===== config.mk =====
export PLATFORM = sky130hd
export DESIGN_NAME = dpot_bus_slave
export DESIGN_NICKNAME = d
export VERILOG_FILES = /design/src/rtl/dpot_bus_pkg.sv /design/src/rtl/dpot_bus_sync.sv /design/src/rtl/dpot_bus_events.sv /design/src/rtl/dpot_bus_slave.sv
export SDC_FILE = /design/constraint.sdc
export NUM_CORES = 1
export LEC_CHECK = 0
export BUFFER_PORTS_ARGS = -buffer_cell sky130_fd_sc_hd__buf_2
export CORE_UTILIZATION = 58
export CTS_CLUSTER_DIAMETER = 100
export DETAILED_ROUTE_END_ITERATION = 8
export PLACE_DENSITY = 0.83
export SETUP_SLACK_MARGIN = 0.15
export SYNTH_ARGS = -nofsm -noshare
export SYNTH_HDL_FRONTEND = slang
export SYNTH_SLANG_ARGS = --single-unit

===== constraint.sdc =====
create_clock -name clk_i -period 2.6 [get_ports clk_i]
set_input_delay 0.26 -clock clk_i [delete_from_list [all_inputs] [get_ports clk_i]]
set_output_delay 0.26 -clock clk_i [all_outputs]
set_load 0.01 [all_outputs]

===== src/rtl/dpot_bus_pkg.sv =====
package dpot_bus_pkg;
  localparam int BYTE_W = 8;
  localparam int NIB_W  = 4;
  localparam logic [NIB_W-1:0] DEV_TYPE = 4'b0101;

  localparam logic [3:0] OP_RD_WIPER      = 4'b1001;
  localparam logic [3:0] OP_WR_WIPER      = 4'b1010;
  localparam logic [3:0] OP_RD_SET        = 4'b1011;
  localparam logic [3:0] OP_WR_SET        = 4'b1100;
  localparam logic [3:0] OP_SET_TO_WIPER  = 4'b1101;
  localparam logic [3:0] OP_WIPER_TO_SET  = 4'b1110;
  localparam logic [3:0] OP_ALL_SET_TO_WP = 4'b0001;
  localparam logic [3:0] OP_ALL_WP_TO_SET = 4'b1000;
  localparam logic [3:0] OP_STEP          = 4'b0010;

  typedef enum logic [2:0] {
    ST_IDLE, ST_ADDR, ST_INSTR, ST_WDATA, ST_RDATA, ST_STEP, ST_HOLD
  } frame_st_e;

  typedef enum logic [2:0] {
    CLS_BAD, CLS_XFER, CLS_WRITE, CLS_READ, CLS_STEP
  } op_cls_e;

  function automatic op_cls_e op_class(input logic [3:0] op);
    case (op)
      OP_RD_WIPER, OP_RD_SET:                  return CLS_READ;
      OP_WR_WIPER, OP_WR_SET:                  return CLS_WRITE;
      OP_SET_TO_WIPER, OP_WIPER_TO_SET,
      OP_ALL_SET_TO_WP, OP_ALL_WP_TO_SET:      return CLS_XFER;
      OP_STEP:                                 return CLS_STEP;
      default:                                 return CLS_BAD;
    endcase
  endfunction
endpackage


===== src/rtl/dpot_bus_sync.sv =====
module dpot_bus_sync #(
  parameter int   STAGES  = 2,
  parameter logic RST_VAL = 1'b1
) (
  input  logic clk_i,
  input  logic rst_ni,
  input  logic d_i,
  output logic q_o
);
  logic [STAGES-1:0] pipe_q;

  always_ff @(posedge clk_i or negedge rst_ni) begin
    if (!rst_ni) pipe_q <= {STAGES{RST_VAL}};
    else         pipe_q <= {pipe_q[STAGES-2:0], d_i};
  end

  assign q_o = pipe_q[STAGES-1];
endmodule


===== src/rtl/dpot_bus_events.sv =====
module dpot_bus_events (
  input  logic clk_i,
  input  logic rst_ni,
  input  logic scl_i,
  input  logic sda_i,
  output logic start_o,
  output logic stop_o,
  output logic rise_o,
  output logic fall_o
);
  logic scl_p, sda_p;

  always_ff @(posedge clk_i or negedge rst_ni) begin
    if (!rst_ni) begin
      scl_p <= 1'b1;
      sda_p <= 1'b1;
    end else begin
      scl_p <= scl_i;
      sda_p <= sda_i;
    end
  end

  // data edges count as conditions only with the clock steady high
  assign start_o = scl_i & scl_p & sda_p & ~sda_i;
  assign stop_o  = scl_i & scl_p & ~sda_p & sda_i;
  assign rise_o  = scl_i & ~scl_p;
  assign fall_o  = ~scl_i & scl_p;
endmodule


===== src/rtl/dpot_bus_slave.sv =====
module dpot_bus_slave
  import dpot_bus_pkg::*;
#(
  parameter int DATA_W      = 6,
  parameter int SYNC_STAGES = 2
) (
  input  logic              clk_i,
  input  logic              rst_ni,
  input  logic              scl_i,
  input  logic              sda_i,
  input  logic [NIB_W-1:0]  dev_addr_i,
  input  logic              nv_busy_i,
  input  logic [DATA_W-1:0] rd_data_i,
  output logic              sda_low_o,
  output logic              cmd_valid_o,
  output logic [3:0]        cmd_op_o,
  output logic [1:0]        cmd_reg_o,
  output logic [1:0]        cmd_chan_o,
  output logic [DATA_W-1:0] cmd_data_o,
  output logic              cmd_up_o
);
  localparam int CNT_W = 4;
  localparam int PAD_W = BYTE_W - DATA_W;
  localparam logic [CNT_W-1:0] ACK_CNT = CNT_W'(BYTE_W);
  localparam logic [CNT_W-1:0] END_CNT = CNT_W'(BYTE_W + 1);

  logic [1:0] line_raw, line_s;
  logic scl_s, sda_s;
  logic start_evt, stop_evt, scl_rise, scl_fall;

  assign line_raw = {scl_i, sda_i};

  for (genvar g = 0; g < 2; g++) begin : g_sync
    dpot_bus_sync #(.STAGES(SYNC_STAGES), .RST_VAL(1'b1)) u_sync (
      .clk_i (clk_i),
      .rst_ni(rst_ni),
      .d_i   (line_raw[g]),
      .q_o   (line_s[g])
    );
  end

  assign scl_s = line_s[1];
  assign sda_s = line_s[0];

  dpot_bus_events u_events (
    .clk_i  (clk_i),
    .rst_ni (rst_ni),
    .scl_i  (scl_s),
    .sda_i  (sda_s),
    .start_o(start_evt),
    .stop_o (stop_evt),
    .rise_o (scl_rise),
    .fall_o (scl_fall)
  );

  frame_st_e          state_q;
  logic [CNT_W-1:0]   cnt_q;
  logic [BYTE_W-1:0]  shift_q, tx_q, rd_byte;
  logic               drive_q, pend_q, valid_q, up_q;
  logic [3:0]         op_q;
  logic [1:0]         reg_q, chan_q;
  logic [DATA_W-1:0]  data_q;
  logic               byte_state, addr_ok;
  op_cls_e            shift_cls, held_cls;

  assign byte_state = (state_q == ST_ADDR) || (state_q == ST_INSTR) ||
                      (state_q == ST_WDATA) || (state_q == ST_RDATA);
  assign addr_ok    = (shift_q[BYTE_W-1:NIB_W] == DEV_TYPE) &&
                      (shift_q[NIB_W-1:0] == dev_addr_i) && !nv_busy_i;
  assign shift_cls  = op_class(shift_q[BYTE_W-1:NIB_W]);
  assign held_cls   = op_class(op_q);
  assign rd_byte    = {{PAD_W{1'b0}}, rd_data_i};

  always_ff @(posedge clk_i or negedge rst_ni) begin
    if (!rst_ni) begin
      state_q <= ST_IDLE;
      cnt_q   <= '0;
      shift_q <= '0;
      tx_q    <= '0;
      drive_q <= 1'b0;
      pend_q  <= 1'b0;
      valid_q <= 1'b0;
      up_q    <= 1'b0;
      op_q    <= '0;
      reg_q   <= '0;
      chan_q  <= '0;
      data_q  <= '0;
    end else begin
      valid_q <= 1'b0;
      if (stop_evt) begin
        valid_q <= (state_q == ST_HOLD) && pend_q;
        state_q <= ST_IDLE;
        pend_q  <= 1'b0;
        drive_q <= 1'b0;
        cnt_q   <= '0;
      end else if (start_evt) begin
        state_q <= ST_ADDR;
        pend_q  <= 1'b0;
        drive_q <= 1'b0;
        cnt_q   <= '0;
      end else if (state_q == ST_STEP) begin
        if (scl_fall) begin
          valid_q <= 1'b1;
          up_q    <= sda_s;
        end
      end else if (byte_state) begin
        if (scl_rise) begin
          if (cnt_q < ACK_CNT) shift_q <= {shift_q[BYTE_W-2:0], sda_s};
          cnt_q <= cnt_q + 1'b1;
        end else if (scl_fall) begin
          if (cnt_q == ACK_CNT) begin
            // ninth clock: acknowledge or drop out
            unique case (state_q)
              ST_ADDR: begin
                if (addr_ok) drive_q <= 1'b1;
                else         state_q <= ST_IDLE;
              end
              ST_INSTR: begin
                if (shift_cls != CLS_BAD) begin
                  drive_q <= 1'b1;
                  op_q    <= shift_q[7:4];
                  reg_q   <= shift_q[3:2];
                  chan_q  <= shift_q[1:0];
                end else begin
                  state_q <= ST_IDLE;
                end
              end
              ST_WDATA: begin
                drive_q <= 1'b1;
                data_q  <= shift_q[DATA_W-1:0];
              end
              default: drive_q <= 1'b0;
            endcase
          end else if (cnt_q == END_CNT) begin
            cnt_q   <= '0;
            drive_q <= 1'b0;
            unique case (state_q)
              ST_ADDR:  state_q <= ST_INSTR;
              ST_INSTR: begin
                unique case (held_cls)
                  CLS_STEP:  state_q <= ST_STEP;
                  CLS_WRITE: state_q <= ST_WDATA;
                  CLS_READ: begin
                    state_q <= ST_RDATA;
                    drive_q <= ~rd_byte[BYTE_W-1];
                    tx_q    <= {rd_byte[BYTE_W-2:0], 1'b0};
                  end
                  default: begin
                    state_q <= ST_HOLD;
                    pend_q  <= 1'b1;
                  end
                endcase
              end
              ST_WDATA: begin
                state_q <= ST_HOLD;
                pend_q  <= 1'b1;
              end
              default:  state_q <= ST_HOLD;
            endcase
          end else if (state_q == ST_RDATA && cnt_q != '0) begin
            drive_q <= ~tx_q[BYTE_W-1];
            tx_q    <= {tx_q[BYTE_W-2:0], 1'b0};
          end
        end
      end
    end
  end

  assign sda_low_o   = drive_q;
  assign cmd_valid_o = valid_q;
  assign cmd_op_o    = op_q;
  assign cmd_reg_o   = reg_q;
  assign cmd_chan_o  = chan_q;
  assign cmd_data_o  = data_q;
  assign cmd_up_o    = up_q;
endmodule


Yosys cells after proc, flatten, opt, wreduce, memory -nomap -nowiden
Memories as Yosys holds them, arrays and structs flattened.
Index checks and enable logic that the tools add are counted.
{"block": "totals", "ff_bits": 47, "rom_bits": 96, "input_bits": 15, "out_inout_bits": 17, "word_cells": 144, "mem_count": 2}
{"name": "(no name shown)", "words": 16, "word_bits": 3, "rd": 1, "rd_ports_with_merged_regs": 0, "wr": 0, "line_no": "dpot_bus_pkg.sv:25", "text": "case (op)"}
{"name": "(no name shown)", "words": 16, "word_bits": 3, "rd": 1, "rd_ports_with_merged_regs": 0, "wr": 0, "line_no": "dpot_bus_pkg.sv:25"}
{"block": "op_classes", "add_sub_neg": 1, "n_lt_le_gt_ge": 1, "eq_ne": 25, "muxes": 53, "bitwise": 17, "reduce_logical": 29}
{"op": "$mux 4", "n": 8}
{"op": "$mux 8", "n": 4}
{"op": "$mux 3", "n": 10}
{"op": "$mux 1", "n": 26}
{"op": "$reduce_and 8->1", "n": 3}
{"op": "$ne 5x5->1 const B", "n": 4}
{"op": "$reduce_bool 4->1", "n": 5}
{"op": "$eq 3x2->1 const B", "n": 4}
{"op": "$eq 3x3->1 const B", "n": 4}
{"op": "$pmux 3 s2", "n": 2}
{"op": "$reduce_bool 3->1", "n": 4}
{"op": "$not 1->1", "n": 10}
{"op": "$reduce_and 10->1", "n": 1}
{"op": "$ne 3x3->1 const B", "n": 3}
{"op": "$pmux 3 s3", "n": 1}
{"op": "$reduce_and 9->1", "n": 1}
{"op": "$eq 4x4->1 const B", "n": 2}
{"op": "$ne 4x4->1 const B", "n": 2}
{"op": "$and 1x1->1", "n": 7}
{"op": "$reduce_and 7->1", "n": 1}
{"op": "$reduce_and 6->1", "n": 1}
{"op": "$ne 5x4->1 const B", "n": 1}
{"op": "$reduce_and 5->1", "n": 1}
{"op": "$reduce_bool 5->1", "n": 1}
{"op": "other kinds (15)", "n": 20}

Longest topological paths before layout
An unclocked memory read counts as a cell.
{"block": "depth", "word_depth": 13, "mapped_depth": 8, "depth_no_buf": 7}

By module
From an unflattened synthesis, not the netlist that was laid out.
{"block": "hier_totals", "hier_cells": 226, "hier_area_um2": 2464.9}
{"module": "dpot_bus_slave", "instances": 1, "cells_per_inst": 216, "area_per_inst_um2": 2272.2, "seq_area_each_um2": 1001.0}
{"module": "dpot_bus_sync", "instances": 2, "cells_per_inst": 2, "area_per_inst_um2": 52.6, "seq_area_each_um2": 52.6}
{"module": "dpot_bus_events", "instances": 1, "cells_per_inst": 6, "area_per_inst_um2": 87.6, "seq_area_each_um2": 52.6}

Least setup slack after synthesis
OpenSTA, ideal clock, no wires.
{"block": "synth_path", "kind": "reg2reg", "start": "register op_q[0], in the netlist cmd_op_o[0]", "end": "register tx_q[2]", "setup_ps": 125, "t_arrival_ps": 2046, "required_time_ps": 2475, "path_slack_ps": 429, "path_stages_with_launch": 8, "path_buffers": 0, "period_less_slack_ps": 2171, "path_cell_list": "dfrtp_1 inv_1 ha_1 nand2b_1 a32oi_1 nor3_2 o211ai_4 mux2_4"}
{"block": "synth_between", "elab_chain_cells": 4}
{"item": "from (decl)", "line_no": "dpot_bus_slave.sv:60", "text": "logic [3:0] op_q;"}
{"item": "from (signal assigned)", "line_no": "dpot_bus_slave.sv:121", "text": "op_q <= shift_q[7:4];"}
{"item": "$mem_v2 16x3"}
{"item": "$eq 3x2->1", "line_no": "dpot_bus_slave.sv:140", "text": "unique case (held_cls)"}
{"item": "$ne 2x1->1 (no line)"}
{"item": "$reduce_and 10->1 (no line)"}
{"item": "to (signal assigned)", "line_no": "dpot_bus_slave.sv:146", "text": "tx_q <= {rd_byte[BYTE_W-2:0], 1'b0};"}
{"item": "to (signal assigned)", "line_no": "dpot_bus_slave.sv:162", "text": "tx_q <= {tx_q[BYTE_W-2:0], 1'b0};"}
{"item": "to (decl)", "line_no": "dpot_bus_slave.sv:58", "text": "logic [BYTE_W-1:0] shift_q, tx_q, rd_byte;"}
Every way passes these cells.
A chain may end at the register's enable or synchronous reset.

Worst setup path in the final report
{"block": "layout_path", "start": "register u_events.scl_p", "end": "register data_q[4], in the netlist cmd_data_o[4]"}
{"block": "layout_between", "elab_chain_cells": 5, "elab_cells_between_ends": 12, "classes_between": "11 x bitwise; 1 x reduce/logical"}
{"item": "from (decl)", "line_no": "dpot_bus_events.sv:11", "text": "logic scl_p, sda_p;"}
{"item": "from (signal assigned)", "line_no": "dpot_bus_events.sv:18", "text": "scl_p <= scl_i;"}
{"item": "$and 1x1->1", "line_no": "dpot_bus_events.sv:24, dpot_bus_events.sv:25"}
{"item": "$and 1x1->1, on equally long branches (2 in series)", "line_no": "dpot_bus_events.sv:25, dpot_bus_events.sv:24"}
{"item": "$not 1->1 (no line)"}
{"item": "$reduce_and 8->1 (no line) (*)"}
{"item": "to (signal assigned)", "line_no": "dpot_bus_slave.sv:130", "text": "data_q <= shift_q[DATA_W-1:0];"}
{"item": "to (decl)", "line_no": "dpot_bus_slave.sv:62", "text": "logic [DATA_W-1:0] data_q;"}
Mark *: on every way between the ends. The rest lies on a longest branch, timed or not.

==> run_results.csv <==
group,metric,value,unit
status,status,"finished clean",
sta,final-hold-violation-count,0,
sta,rsz0062_at_grt,"no",
detailed_routing,wl_per_cell,16.4,um
power,p_per_area,622,nW/um2
yosys,seq_area_frac_synth,44.0,%
clock_network,cts_sinks,46,
sta,fmax,464,MHz
sta,period_share,82.9,%
yosys,synth-edff-count,0,
sta,final.min_clock_period,2150,ps
sta,slew_headroom,61.9,%
yosys,async_flop_share,100,%
floorplan,die-height,69.4,um
setup_path,cp_top_family,"simple AND/OR/NAND/NOR gates",
setup_path,crit_chain,"inv_1, ha_1, nand4b_2, nor3_4, nand3_2, mux2_2",
yosys,ys_seq_elements,46,
yosys,yosysUniqueCellTypes,62,
floorplan,num_rows,24,
clock_network,clk_pin_slew,90,ps
setup_path,crit_fanout,7,
yosys,post-synth-top-count-cell,"dfrtp_1",
worst_hold_path,worstHoldPathType,"input pin to flip-flop",
placed_design,io_buffers,31,
grt,grt_overflow,0,
grt,grt_max_degree,25,
placed_design,pre_cts_ws,458,ps
clock_network,insertion_delay,310,ps
yosys,synth.avg_cell_area,11.6,um2
setup_path,worst-path-buf-inv,1,
yosys,syn_area,2640,um2
floorplan,start_util,60.5,%
yosys,synthTopCellsByArea,"dfrtp_1 (38%), ha_1 (7.6%), mux2_2 (6.4%)",
setup_path,cp-end-kind,"flip-flop",
setup_path,cpMaxStageDelayCell,"dfstp_2",
placed_design,hpwl,3760,um
clock_network,tritoncts,"yes",
sta,worst_slack,446,ps
sta,drv_slew,0,
detailed_routing,drtPass1Iterations,4,
yosys,yosys-top-cells-count,"dfrtp_1 (40), nand2_1 (27), ha_1 (16)",
floorplan,io_pins,32,
layout,n_antenna_cell,0,
clock_network,cts_setup_buffers,0,
setup_path,crit_type,"flip-flop to flip-flop",
yosys,synth_top_flop_cell,"dfrtp_1",
power,cellLeakagePower,0.00139,uW
detailed_routing,drc,0,
yosys,ys_warn_count,0,
sta,fin_setup_tns,0,ps
yosys,syn_nets,259,
grt,antenna_found_initial,0,
grt,grt_pass1_wl,8730,um
layout,drive_above_1_share,32.5,%
layout,syn2layout_area_growth,12.5,%
detailed_routing,antenna_left,0,
setup_path,cp.arrival,2350,ps
floorplan,dieWidth,69.4,um
grt,grt_pass1_vias,1830,
clock_network,cts-buffers-inserted,5,
yosys,synthCells,228,
layout,nNetsFinal,295,
clock_network,cts-resized-gates,0,
sta,tightest_slew,571,ps
sta,report.final.setup_viol,0,
run,maxCapViolations,0,
grt,gr-usage-all-layers,23.4,%
detailed_routing,drt_iter0_drc,107,
yosys,synth.largest_area_cell,"dfrtp_1",
detailed_routing,via_per_inst,5.93,
setup_path,cpPeakStageDelay,560,ps
clock_network,clockBufferDepth,2,
sta,finClkSkew,5.44,ps
power,max-vdd-ir-drop,0.000578,V
floorplan,core_area,4350,um2
detailed_routing,vias,1880,
yosys,synth_top_cell_area_share,38.0,%
layout,n_fill_cell,313,
clock_network,cts_root_buffer,"clkbuf_8",
placed_design,gp_congestion,0.898,
clock_network,htreeDepth,2,
detailed_routing,wirelength,5210,um
setup_path,start_kind,"flip-flop",
setup_path,cp.required,2800,ps
floorplan,die-area,4820,um2
-- logic make-up (layout without fill, tap and decap cells) --
group	after synthesis	in the layout	synth area share, %
AND/OR/NAND/NOR	74	74	18.3
flip-flops	46	46	44.0
AO/OA/AOI/OAI	37	37	11.4
multiplexers	30	30	13.3
buffers and inverters	19	56	3.37
adder cells (fa/ha/maj)	16	16	7.60
XOR/XNOR	6	6	1.99
-- area by class of cell --
cell class | count | area (um2) | share of cell area [%]
multi-input combinational | 163 | 1390 | 46.8
clock buffer | 5 | 68.8 | 2.32
sequential | 46 | 1160 | 39.1
inverter | 12 | 45.0 | 1.52
clock inverter | 3 | 45.0 | 1.52
timing repair buffer | 36 | 195 | 6.58
tap | 52 | 65.1 | 2.19
-- through the flow --
step | total power, uW | cell area [um2] | hold slack, ps | util, % | instances
floorplan | 1190 | 2640 | -35.6 | - | 228
global placement | 1290 | 2840 | 280 | 65.3 | 308
detailed placement | 1310 | 2840 | 294 | 65.3 | 308
CTS | 1850 | 2970 | 34.9 | 68.1 | 317
global route | 1940 | 2970 | 41.2 | 68.1 | 317
finish | 1840 | 2970 | 46.1 | 68.1 | 317
-- registers in the layout, summed over array words and instances, names as in the netlist, 2 cells and up --
name and flops:
shift_q 8, cnt_q 4, cmd_op_o 4, g_sync.u_sync.pipe_q 4, cmd_reg_o 2, tx_q 7, cmd_chan_o 2, state_q 3
cmd_data_o 6
-- final timing paths --
path | start | slack [ps] | cells after the start | endpoint
max in group asynchronous | rst_ni | 1370 | 3 | g_sync[1].u_sync.pipe_q[0]
min in group asynchronous | rst_ni | 470 | 2 | cmd_op_o[0]
max | u_events.scl_p | 450 | 6 | cmd_data_o[4]
min | sda_i | 50 | 1 | g_sync[0].u_sync.pipe_q[0]
max reg2reg | u_events.scl_p | 450 | 6 | cmd_data_o[4]
min reg2reg | g_sync[0].u_sync.pipe_q[0] | 360 | 0 | g_sync[0].u_sync.pipe_q[1]
-- power by group --
group / internal, uW / switching [uW]
registers: 806 / 113
logic: 179 / 205
clock network: 286 / 256
-- routing by layer --
layer	wire length, um	vias up	share of wire (%)	track usage (%)
li1	-	894	-	-
met1	2440	926	47	33.1
met2	2420	54	46	35.6
met3	261	6	5.0	4.22
met4	84	0	1.6	9.75
met5	0	-	0	0
-- cells in the final DEF, fill, tap and decap left out, drive strengths merged, types with 3 or more instances in the layout --
cell and instances:
dfstp 6, mux2i 5, nor3 6, xor2 4, nand2b 6, o21ai 10, mux2 25, nor2b 3
dfrtp 40, nand2 27, a21oi 4, nor3b 3, ha 16, clkbuf 5, buf 35, nor2 7
inv 12, nand4b 3, nand3 4, nand3b 4
-- what timing repair did --
action                                  in CTS  in global routing
hold endpoints to repair                    23                  0
hold buffers                                 1                  0
endpoints found under the setup margin       0                  0
(Power assumes the default switching activity.)
